`src/rtl/irq_agg_pkg.sv`:
```
package irq_agg_pkg;

  typedef enum logic {
    ADDR_PENDING = 1'b0,
    ADDR_ENABLE  = 1'b1
  } regAddrT;

  typedef struct packed {
    logic wrPending;
    logic wrEnable;
    logic rdPending;
    logic rdEnable;
  } regStrobeT;

endpackage

```
`src/rtl/irq_agg_ctrl.sv`:
```
module irq_agg_ctrl
  import irq_agg_pkg::*;
(
  input  logic      clk,
  input  logic      rstN,
  input  logic      regWrEn,
  input  logic      regRdEn,
  input  logic      regAddr,
  output regStrobeT strobes,
  output logic      rdValid
);

  regAddrT addrSel;

  assign addrSel = regAddrT'(regAddr);

  always_comb begin
    strobes.wrPending = regWrEn && (addrSel == ADDR_PENDING);
    strobes.wrEnable  = regWrEn && (addrSel == ADDR_ENABLE);
    strobes.rdPending = regRdEn && (addrSel == ADDR_PENDING);
    strobes.rdEnable  = regRdEn && (addrSel == ADDR_ENABLE);
  end

  always_ff @(posedge clk or negedge rstN) begin
    if (!rstN) rdValid <= 1'b0;
    else       rdValid <= regRdEn;
  end

endmodule

```
`src/rtl/irq_agg_datapath.sv`:
```
module irq_agg_datapath
  import irq_agg_pkg::*;
#(
  parameter int NUM_LINES = 32,
  parameter int DMA_BASE  = 16,
  parameter logic [NUM_LINES-1:0] INFO_MASK = '0
) (
  input  logic                          clk,
  input  logic                          rstN,
  input  regStrobeT                     strobes,
  input  logic [NUM_LINES-1:0]          irqReq,
  input  logic [NUM_LINES-1:0]          wrData,
  output logic [NUM_LINES-1:0]          rdData,
  output logic                          cpuIrq,
  output logic [NUM_LINES-DMA_BASE-1:0] dmaHalt
);

  localparam int NUM_DMA = NUM_LINES - DMA_BASE;

  logic [NUM_LINES-1:0] reqPrevQ;
  logic [NUM_LINES-1:0] statusQ;
  logic [NUM_LINES-1:0] maskQ;
  logic [NUM_LINES-1:0] riseVec;
  logic [NUM_LINES-1:0] keepVec;

  // edge detection on the request sources
  assign riseVec = irqReq & ~reqPrevQ;
  // zero bits of a pending write clear, ones keep
  assign keepVec = strobes.wrPending ? wrData : '1;

  always_ff @(posedge clk or negedge rstN) begin
    if (!rstN) begin
      reqPrevQ <= '0;
      statusQ  <= '0;
      maskQ    <= '0;
    end else begin
      reqPrevQ <= irqReq;
      statusQ  <= (statusQ & keepVec) | riseVec;  // set beats clear
      if (strobes.wrEnable) maskQ <= wrData;
    end
  end

  always_ff @(posedge clk or negedge rstN) begin
    if (!rstN) begin
      rdData <= '0;
    end else if (strobes.rdEnable) begin
      rdData <= maskQ;
    end else if (strobes.rdPending) begin
      rdData <= statusQ;
    end
  end

  assign cpuIrq = |(statusQ & maskQ);

  for (genvar k = 0; k < NUM_DMA; k++) begin : g_halt
    if (INFO_MASK[DMA_BASE+k]) begin : g_info
      assign dmaHalt[k] = 1'b0;
    end else begin : g_err
      assign dmaHalt[k] = statusQ[DMA_BASE+k];
    end
  end

endmodule

```
`src/rtl/irq_aggregator.sv`:
```
module irq_aggregator
  import irq_agg_pkg::*;
#(
  parameter int NUM_LINES = 32,
  parameter int DMA_BASE  = 16,
  parameter logic [NUM_LINES-1:0] INFO_MASK = 32'h5555_0000
) (
  input  logic                          clk,
  input  logic                          rstN,
  input  logic [NUM_LINES-1:0]          irqReq,
  input  logic                          regWrEn,
  input  logic                          regRdEn,
  input  logic                          regAddr,
  input  logic [NUM_LINES-1:0]          regWrData,
  output logic [NUM_LINES-1:0]          regRdData,
  output logic                          regRdValid,
  output logic                          cpuIrq,
  output logic [NUM_LINES-DMA_BASE-1:0] dmaHalt
);

  regStrobeT strobes;

  irq_agg_ctrl ctrl_i (
    .clk     (clk),
    .rstN    (rstN),
    .regWrEn (regWrEn),
    .regRdEn (regRdEn),
    .regAddr (regAddr),
    .strobes (strobes),
    .rdValid (regRdValid)
  );

  irq_agg_datapath #(
    .NUM_LINES (NUM_LINES),
    .DMA_BASE  (DMA_BASE),
    .INFO_MASK (INFO_MASK)
  ) dp_i (
    .clk     (clk),
    .rstN    (rstN),
    .strobes (strobes),
    .irqReq  (irqReq),
    .wrData  (regWrData),
    .rdData  (regRdData),
    .cpuIrq  (cpuIrq),
    .dmaHalt (dmaHalt)
  );

endmodule

```
`config.mk`:
```
export PLATFORM = sky130hd
export DESIGN_NAME = irq_aggregator
export DESIGN_NICKNAME = d
export VERILOG_FILES = /design/src/rtl/irq_agg_pkg.sv /design/src/rtl/irq_agg_ctrl.sv /design/src/rtl/irq_agg_datapath.sv /design/src/rtl/irq_aggregator.sv
export SDC_FILE = /design/constraint.sdc
export NUM_CORES = 1
export LEC_CHECK = 0
export ABC_CLOCK_PERIOD_IN_PS = 2800
export BUFFER_PORTS_ARGS = -buffer_cell sky130_fd_sc_hd__clkbuf_2
export CAP_MARGIN = 15
export CORE_ASPECT_RATIO = 1.4
export CORE_UTILIZATION = 25
export DETAILED_ROUTE_END_ITERATION = 12
export GPL_TIMING_DRIVEN = 0
export PLACE_DENSITY_LB_ADDON = 0.1
export SYNTH_ARGS = -nofsm -noshare
export SYNTH_HDL_FRONTEND = slang
export SYNTH_HIERARCHICAL = 1
export SYNTH_SLANG_ARGS = --single-unit
```
`constraint.sdc`:
```
create_clock -name clk -period 2.8 [get_ports clk]
set_input_delay 0.7 -clock clk [delete_from_list [all_inputs] [get_ports clk]]
set_output_delay 0.7 -clock clk [all_outputs]
set_load 0.02 [all_outputs]
```
**Word-level counts from Yosys, hierarchy flattened**

Index checks and enable logic that the tools add are counted.

- Bits of input ports: 69
- Output and inout port bits: 50
- Latch bits: 0
- Memory bits (writable): 0
- Memories: 0
- Logic and storage cells: 20
- ROM bits: 0
- Bits in registers: 129

- Shifts and indexed selects: 0
- Multiply operators: 0
- Mux-type cells: 3
- Divide/modulo/power cells: 0
- Reductions and logical operators: 6
- Magnitude comparators: 0
- Bitwise logic cells: 6
- $add $sub $neg: 0
- Equal/unequal tests: 0

Operator list:

| operator | number |
|---|---|
| AND 32 bit | 3 |
| 2-to-1 mux 32 bit | 3 |
| inverter 32 bit | 1 |
| OR 32 bit | 1 |
| OR reduction 32 bit | 1 |
| logical AND 1 bit | 4 |
| nonzero test 2 bit | 1 |
| inverter 1 bit | 1 |

**Logic depth before layout (Yosys ltp)**

Gate-level depths: netlist of run 1.

- Depth in word-level cells: 5
- Mapped depth: 5

**Cells and area by module**

The synthesis of run 1 kept the hierarchy.

Modules (own cells, without submodules):

| module | cells an instance | seq. area each (um^2) | instances | area each (um^2) |
|---|---|---|---|---|
| irq_agg_datapath | 409 | 3203.1 | 1 | 4973.5 |
| irq_agg_ctrl | 5 | 25.0 | 1 | 50.0 |

**Worst setup path before layout of run 1**

OpenSTA, ideal clock, no wires.

- Path type: register to output
- From: reg dp_i.statusQ[23]
- To: out cpuIrq
- Stages on the path, launching flop included: 4
- Path slack: 832 ps
- Arrival: 1268 ps
- Path through: dfrtp_1 a22oi_1 nand4_1 or4_1

- Word-level cells in the longest chain between the ends: 2

Ends and longest elaborated chain:

| element | line | RTL |
|---|---|---|
| start: declaration | irq_agg_datapath.sv:21 | `logic [NUM_LINES-1:0] statusQ;` |
| start signal: assignment | irq_agg_datapath.sv:38 | `statusQ <= (statusQ & keepVec) \| riseVec;` |
| AND 32 bit | irq_agg_datapath.sv:53 | `assign cpuIrq = \|(statusQ & maskQ);` |
| OR reduction 32 bit | irq_agg_datapath.sv:53 |  |
| end: declaration | irq_aggregator.sv:17 | `output logic cpuIrq,` |

No other way between the ends.

**Final worst setup path of run 1**

- From: reg dp_i.maskQ[9]
- To: out cpuIrq

- Word-level cells in the longest chain between the ends: 2

Ends and longest elaborated chain:

| element | line | RTL |
|---|---|---|
| start: declaration | irq_agg_datapath.sv:22 | `logic [NUM_LINES-1:0] maskQ;` |
| start signal: assignment | irq_agg_datapath.sv:39 | `if (strobes.wrEnable) maskQ <= wrData;` |
| AND 32 bit | irq_agg_datapath.sv:53 |  |
| OR reduction 32 bit | irq_agg_datapath.sv:53 |  |

No other way between the ends.

==> results of run 1 <==
==> cells by family after synthesis <==
family                 synth area share
flip-flops                        0.643
AO/OA/AOI/OAI                     0.121
buffers and inverters            0.0653
multiplexers                      0.135
AND/OR/NAND/NOR                  0.0354
other                          0.000746
==> area by class of cell <==
class	count	share of cell area
Sequential cell	129	0.494
Multi-Input combinational cell	225	0.229
Timing Repair Buffer	111	0.0899
Clock buffer	23	0.0763
Tap cell	252	0.0483
Buffer	34	0.0312
Inverter	33	0.0190
Clock inverter	8	0.0121
==> power by group <==
| group | total (mW) | switching (mW) | internal (mW) |
|---|---|---|---|
| Clock | 2.13 | 0.800 | 1.33 |
| Combinational | 0.732 | 0.428 | 0.304 |
| Sequential | 2.28 | 0.178 | 2.10 |
| Total | 5.14 | 1.41 | 3.74 |
==> per-stage QoR <==
step | TNS [ps] | worst slack (ps) | util | hold WS [ps]
6_report | 0 | 113 | 0.330 | 273
3_3_place_gp | -139890 | -1100 | 0.299 | 397
5_1_grt | 0 | 10.0 | 0.330 | 303
4_1_cts | 0 | 38.0 | 0.330 | 286
3_5_place_dp | 0 | 459 | 0.301 | 408
2_1_floorplan | 0 | 832 | - | 392
==> cell usage in the layout (no fill, tap or decap) <==
| cell | instances |
|---|---|
| dfrtp_1 | 129 |
| clkbuf_2 | 109 |
| o21ai_0 | 93 |
| inv_1 | 33 |
| mux2i_1 | 32 |
| nand2_1 | 32 |
| mux2_2 | 30 |
| buf_4 | 19 |
| clkbuf_16 | 17 |
| a22oi_1 | 15 |
| clkbuf_1 | 12 |
| conb_1 | 8 |
| clkbuf_8 | 6 |
| clkinvlp_4 | 4 |
| nand4_1 | 4 |
| buf_2 | 4 |
| o21ai_1 | 3 |
| clkinv_2 | 2 |
| nor2b_1 | 2 |
| and2_1 | 2 |
| mux2_1 | 2 |
| clkinv_4 | 1 |
| bufinv_16 | 1 |
| a22oi_2 | 1 |
| or4_1 | 1 |
| buf_16 | 1 |
==> per-layer routing <==
metal,GRT usage,vias up,share of wire
met5,0,-,0
li1,-,1664,-
met1,0.172,1749,0.43
met2,0.237,92,0.51
met4,0.0531,0,0.017
met3,0.0376,13,0.048
==> flip-flops by register name, indices dropped and copies added, names as in the netlist <==
| name | cells |
|---|---|
| ctrl_i/rdValid | 1 |
| dp_i/maskQ | 32 |
| dp_i/rdData | 32 |
| dp_i/reqPrevQ | 32 |
| dp_i/statusQ | 32 |
==> final timing paths <==
check	startpoint	to	slack (ps)	cells past startpoint
worst max-delay path	dp_i/maskQ[9]	cpuIrq	110	4
min in group clk	irqReq[15]	dp_i/reqPrevQ[15]	400	1
worst min-delay path	rstN	dp_i/statusQ[26]	270	1
worst max register to register	dp_i/maskQ[15]	dp_i/maskQ[15]	2000	1
worst min register to register	dp_i/reqPrevQ[1]	dp_i/statusQ[1]	410	1
max in group asynchronous	rstN	dp_i/rdData[19]	1790	2
==> critical path, cell delays in order, from the launching register on <==
cell,delay [ps]
dfrtp_1,390
a22oi_1,370
nand4_1,140
or4_1,500
clkbuf_2,180
==> reports/results.tsv, run 1 <==
stage	metric	value	unit
final_layout	multi_input_area	0.00149	mm²
setup_path	crit_path_start_kind	flop	
final_layout	syn_to_final_growth	30.0	%
floorplan	core_area	0.0198	mm²
timing	hold_viol	0	
grt	grt_usage	0.142	
synthesis	synth_area_leaders	dfrtp_1 (64%), o21ai_0 (9.3%), mux2_2 (6.7%)	
synthesis	synth_cell_type_count	18	
clocking	numCtsBuffers	17	
min_path	min_path_type	in2async	
grt	grt_start_max_net_pins	67	
clocking	htree_levels	4	
final_layout	layout-drive-gt1-share	0.346	
place	dp_cells	784	
setup_path	cp-end-kind	primary output	
final_layout	final_nets	620	
final_layout	seqCellArea	0.00323	mm²
detailed_routing	drc_errors	0	
pwr	power.density	787	mW/mm²
clocking	post_cts_resized	0	
detailed_routing	wl_per_cell	16.8	µm
synthesis	syn_area	0.00502	mm²
timing	timing.slew.headroom	0.570	
synthesis	synth_commonest_cells	dfrtp_1 (129), o21ai_0 (93), inv_1 (33)	
final_layout	fin_cells	815	
clocking	clockRootBuffer	clkbuf_16	
synthesis	yosysTopAreaCell	dfrtp_1	
synthesis	syn_area_per_cell	12.1	µm²
synthesis	ys.flop_type	dfrtp_1	
grt	grt_pass1_wl	21000	µm
final_layout	finalInstanceArea	0.00653	mm²
pwr	peakVddDrop	348	µV
setup_path	cp_max_fo	3	
floorplan	ios	119	
place	placed_area	0.00595	mm²
outcome	status	completed	
setup_path	arrival	1990	ps
floorplan	initial_core_util	0.254	
detailed_routing	vias_per_cell	4.32	
pwr	cellLeakagePower	3.00	nW
pwr	power	5.14	mW
synthesis	synthCells	414	
setup_path	crit_type	reg2out	
timing	period_needed	2690	ps
floorplan	die_y	170	µm
floorplan	die_area	0.0207	mm²
clocking	cts_tree	built	
detailed_routing	vias	3518	
clocking	postCtsHoldBufs	0	
detailed_routing	dr.pass1.iters	6	
clocking	postCtsSetupRepairBufs	0	
detailed_routing	drtAntennaViolNets	0	
floorplan	dieWidth	122	µm
setup_path	critical_path_required	2100	ps
floorplan	rows	61	
timing	skew	5.89	ps
timing	worst_slew_pin_slew	645	ps
synthesis	async_reset_ff_frac	1.00	
job	cap_violations	0	
final_layout	fillCellCount	2031	
synthesis	synth_most_common_cell	dfrtp_1	
timing	slew_violations	0	
synthesis	synth_enable_flop_cells	0	
synthesis	ys_warn_count	6	
grt	grt_pass1_vias	3602	
timing	fin_crit_sh	0.960	
clocking	path_clk_slew	50	ps
timing	clock.fmax	372	MHz
synthesis	seq_area_frac_synth	0.643	
place	place_congestion	0.760	
grt	antenna_found_initial	0	
grt	grt-ovfl-total	0	
final_layout	diodes	0	
clocking	cts_buffer_depth	2	
place	dp_hpwl	9800	µm
detailed_routing	drtIter0Drc	123	
synthesis	synth-seq-cells	129	
place	numPortBuffers	110	
clocking	clock_latency	410	ps
clocking	clock-sinks	129	
timing	setup_viol	0	
detailed_routing	finalWirelength	13700	µm
synthesis	netlist.area_leader.share	0.643	
timing	rsz0062_at_grt	false	
No activity file was read; power rests on OpenSTA's default activity.
==> run 2: changes to the inputs <==
--- a/config.mk
+++ b/config.mk
@@ -15,5 +15,4 @@
 export PLACE_DENSITY_LB_ADDON = 0.1
 export SYNTH_ARGS = -nofsm -noshare
 export SYNTH_HDL_FRONTEND = slang
-export SYNTH_HIERARCHICAL = 1
 export SYNTH_SLANG_ARGS = --single-unit
==> reports/results.tsv, run 2 <==
stage	metric	value	unit	change
outcome	status	completed		
synthesis	netlist.area_leader.share	0.644		+0.00144
synthesis	ys_warn_count	0		-6
detailed_routing	dr.pass1.iters	4		-2
synthesis	synth-seq-cells	129		unchanged
grt	use_met2	0.228		-0.00903
final_layout	post-route-util	0.335		+0.00473
final_layout	final_nets	615		-0.81%
timing	setup_viol	0		unchanged
floorplan	rows	60		-1.6%
setup_path	cp_slowest_stage_delay	550	ps	+50 ps
final_layout	layout_common_cells	dfrtp_1 (129), clkbuf_2 (108), o21ai_0 (59)		
timing	fin_crit_sh	0.964		+0.00480
clocking	htree_levels	4		unchanged
timing	period_needed	2700	ps	+13.4 ps
grt	met3_usage	0.0407		+0.00302
setup_path	crit_family	simple AND/OR/NAND/NOR gates		
pwr	cellLeakagePower	3.06	nW	+2.0%
timing	worst_slew_pin_slew	645	ps	-0.000477 ps
clocking	path_clk_slew	50	ps	about the same
setup_path	cp-end-kind	primary output		
final_layout	syn_to_final_growth	30.0	%	about the same
synthesis	synth_cell_type_count	20		+2
floorplan	dieWidth	122	µm	-0.11%
floorplan	initial_core_util	0.258		+0.00366
final_layout	diodes	0		unchanged
final_layout	fillCellCount	1999		-1.6%
detailed_routing	drtAntennaViolNets	0		unchanged
grt	grt_pass1_vias	3656		+1.5%
synthesis	ys.flop_type	dfrtp_1		
place	numPortBuffers	109		-0.91%
timing	clock.fmax	370	MHz	-0.50%
clocking	clockRootBuffer	clkbuf_16		
setup_path	r2r_cells	2		+1
final_layout	layout-drive-gt1-share	0.348		+0.00194
setup_path	critical_path_required	2100	ps	about the same
setup_path	crit_type	reg2out		
synthesis	synth_commonest_cells	dfrtp_1 (129), o21ai_0 (59)		
grt	grt_pass1_wl	20700	µm	-1.7%
setup_path	arrival	2000	ps	about the same
setup_path	r2r_end	dp_i.rdData[31]		
timing	timing.slew.headroom	0.570		unchanged
timing	slew_violations	0		unchanged
timing	hold_viol	0		unchanged
setup_path	cp_slowest_cell	or4_1		
clocking	clock-sinks	129		unchanged
synthesis	syn_area	0.00501	mm²	-0.22%
timing	rsz0062_at_grt	false		
floorplan	ios	119		unchanged
floorplan	die_y	170	µm	-0.11%
synthesis	synth_enable_flop_cells	0		unchanged
floorplan	core_area	0.0194	mm²	-1.6%
grt	grt_usage	0.139		-0.00233
place	dp_hpwl	9670	µm	-1.4%
grt	grt_busiest_layer	met2		
detailed_routing	drtIter0Drc	110		-11%
min_path	min_path_type	in2async		
detailed_routing	vias	3452		-1.9%
detailed_routing	wl_per_cell	16.6	µm	-1.4%
setup_path	critPathBufInv	1		unchanged
timing	skew	8.10	ps	+2.21 ps
synthesis	syn_area_per_cell	12.2	µm²	+0.75%
final_layout	final_common_cell	dfrtp_1		
clocking	postCtsHoldBufs	0		unchanged
synthesis	synth_area_leaders	dfrtp_1 (64%), mux2_2 (6.7%), mux2i_1 (6.4%)		
synthesis	seq_area_frac_synth	0.644		+0.00144
setup_path	path_cells	a22oi_1, nand4_1, or4_1, clkbuf_2		
job	cap_violations	0		unchanged
synthesis	async_reset_ff_frac	1.00		unchanged
setup_path	rrSetupSlack	1970	ps	-30 ps
synthesis	synth_most_common_cell	dfrtp_1		
pwr	peakVddDrop	355	µV	+2.0%
place	place_congestion	0.701		-7.8%
clocking	cts_buffer_depth	2		unchanged
pwr	power	5.11	mW	-0.54%
setup_path	crit_path_start_kind	flop		
synthesis	yosysTopAreaCell	dfrtp_1		
detailed_routing	finalWirelength	13300	µm	-2.6%
clocking	clock_latency	420	ps	about the same
clocking	cts_tree	built		
detailed_routing	vias_per_cell	4.29		-0.66%
grt	met1_usage	0.173		+0.000762
clocking	numCtsBuffers	17		unchanged
setup_path	cp_max_fo	4		+1
setup_path	regToRegStartpoint	dp_i.statusQ[31]		
pwr	power.density	785	mW/mm²	-0.31%
detailed_routing	drc_errors	0		unchanged
grt	antenna_found_initial	0		unchanged
floorplan	die_area	0.0206	mm²	-0.22%
synthesis	synthCells	410		-0.97%
timing	finalSetupTns	0	ps	unchanged
grt	grt_start_max_net_pins	79		+18%
grt	grt-ovfl-total	0		unchanged
[run 2: changes by cell type after synthesis, sizes merged]
cell / previous run / this run
nand2: 32 / 1
clkbuf: 11 / 6
and2: 2 / 0
nand2b: 0 / 1
nor2b: 2 / 0
o21ai: 96 / 64
a21oi: 0 / 32
buf: 23 / 27
inv: 33 / 32
nor2: 0 / 32
[run 2: layout make-up]
type / instances / area (µm²) / area share
repair buffers: 110 / 582 / 0.0893
multi-input cells: 223 / 1490 / 0.229
flip-flops and latches: 129 / 3230 / 0.496
clock inverters: 5 / 77.6 / 0.0119
well taps: 248 / 310 / 0.0476
clock buffers: 25 / 495 / 0.0761
plain buffers: 33 / 206 / 0.0317
inverters: 32 / 120 / 0.0184
[run 2: what timing repair did]
item | 4_1_cts | 5_1_grt
endpoints found under the setup margin | 1 | 0
setup buffers | 0 | 0
gates resized for setup | 2 | 0
[run 2: metrics by stage]
stage,hold WS [ps],cells,setup WS [ps],instance area (µm²)
2_1_floorplan,400,417,831,5040
3_3_place_gp,402,774,-1130,5890
3_5_place_dp,409,775,420,5930
4_1_cts,248,805,20.4,6510
5_1_grt,263,805,4.84,6510
6_report,237,805,99.7,6510
[run 2: kinds of logic (layout without fill, tap and decap cells)]
kind of cell,Yosys count,in the layout,share of synthesized area
other,1,8,0.000748
AND/OR/NAND/NOR,39,39,0.0325
flip-flops,129,129,0.644
buffers and inverters,65,205,0.0652
multiplexers,64,64,0.136
AO/OA/AOI/OAI,112,112,0.122
[run 2: metal layers]
layer	part of all wire	up-vias
met4	0.012	0
met1	0.44	1695
met3	0.041	12
li1	-	1662
met2	0.51	83
met5	0	-
[run 2: worst reg2reg max path, delay by kind of cell, from the launching register on]
kind | cells | cell delay (ps)
compound gates | 1 | 90
flops | 1 | 410
mux | 1 | 190
[run 2: where the power goes]
part | total [mW] | internal, mW | leakage [nW] | switching (mW)
clock network | 2.17 | 1.39 | 0.279 | 0.776
registers | 2.25 | 2.08 | 1.44 | 0.168
logic | 0.693 | 0.298 | 1.34 | 0.395
total | 5.11 | 3.77 | 3.06 | 1.34
[run 2: worst max path at each step]
stage,from,end,cells past startpoint
final,dp_i.statusQ[21],cpuIrq,4
after global routing,dp_i.statusQ[21],cpuIrq,4
after CTS,dp_i.statusQ[21],cpuIrq,4
after detailed placement,dp_i.maskQ[24],cpuIrq,4
after global placement,rstN,dp_i.statusQ[27],1
after floorplan,dp_i.statusQ[23],cpuIrq,3
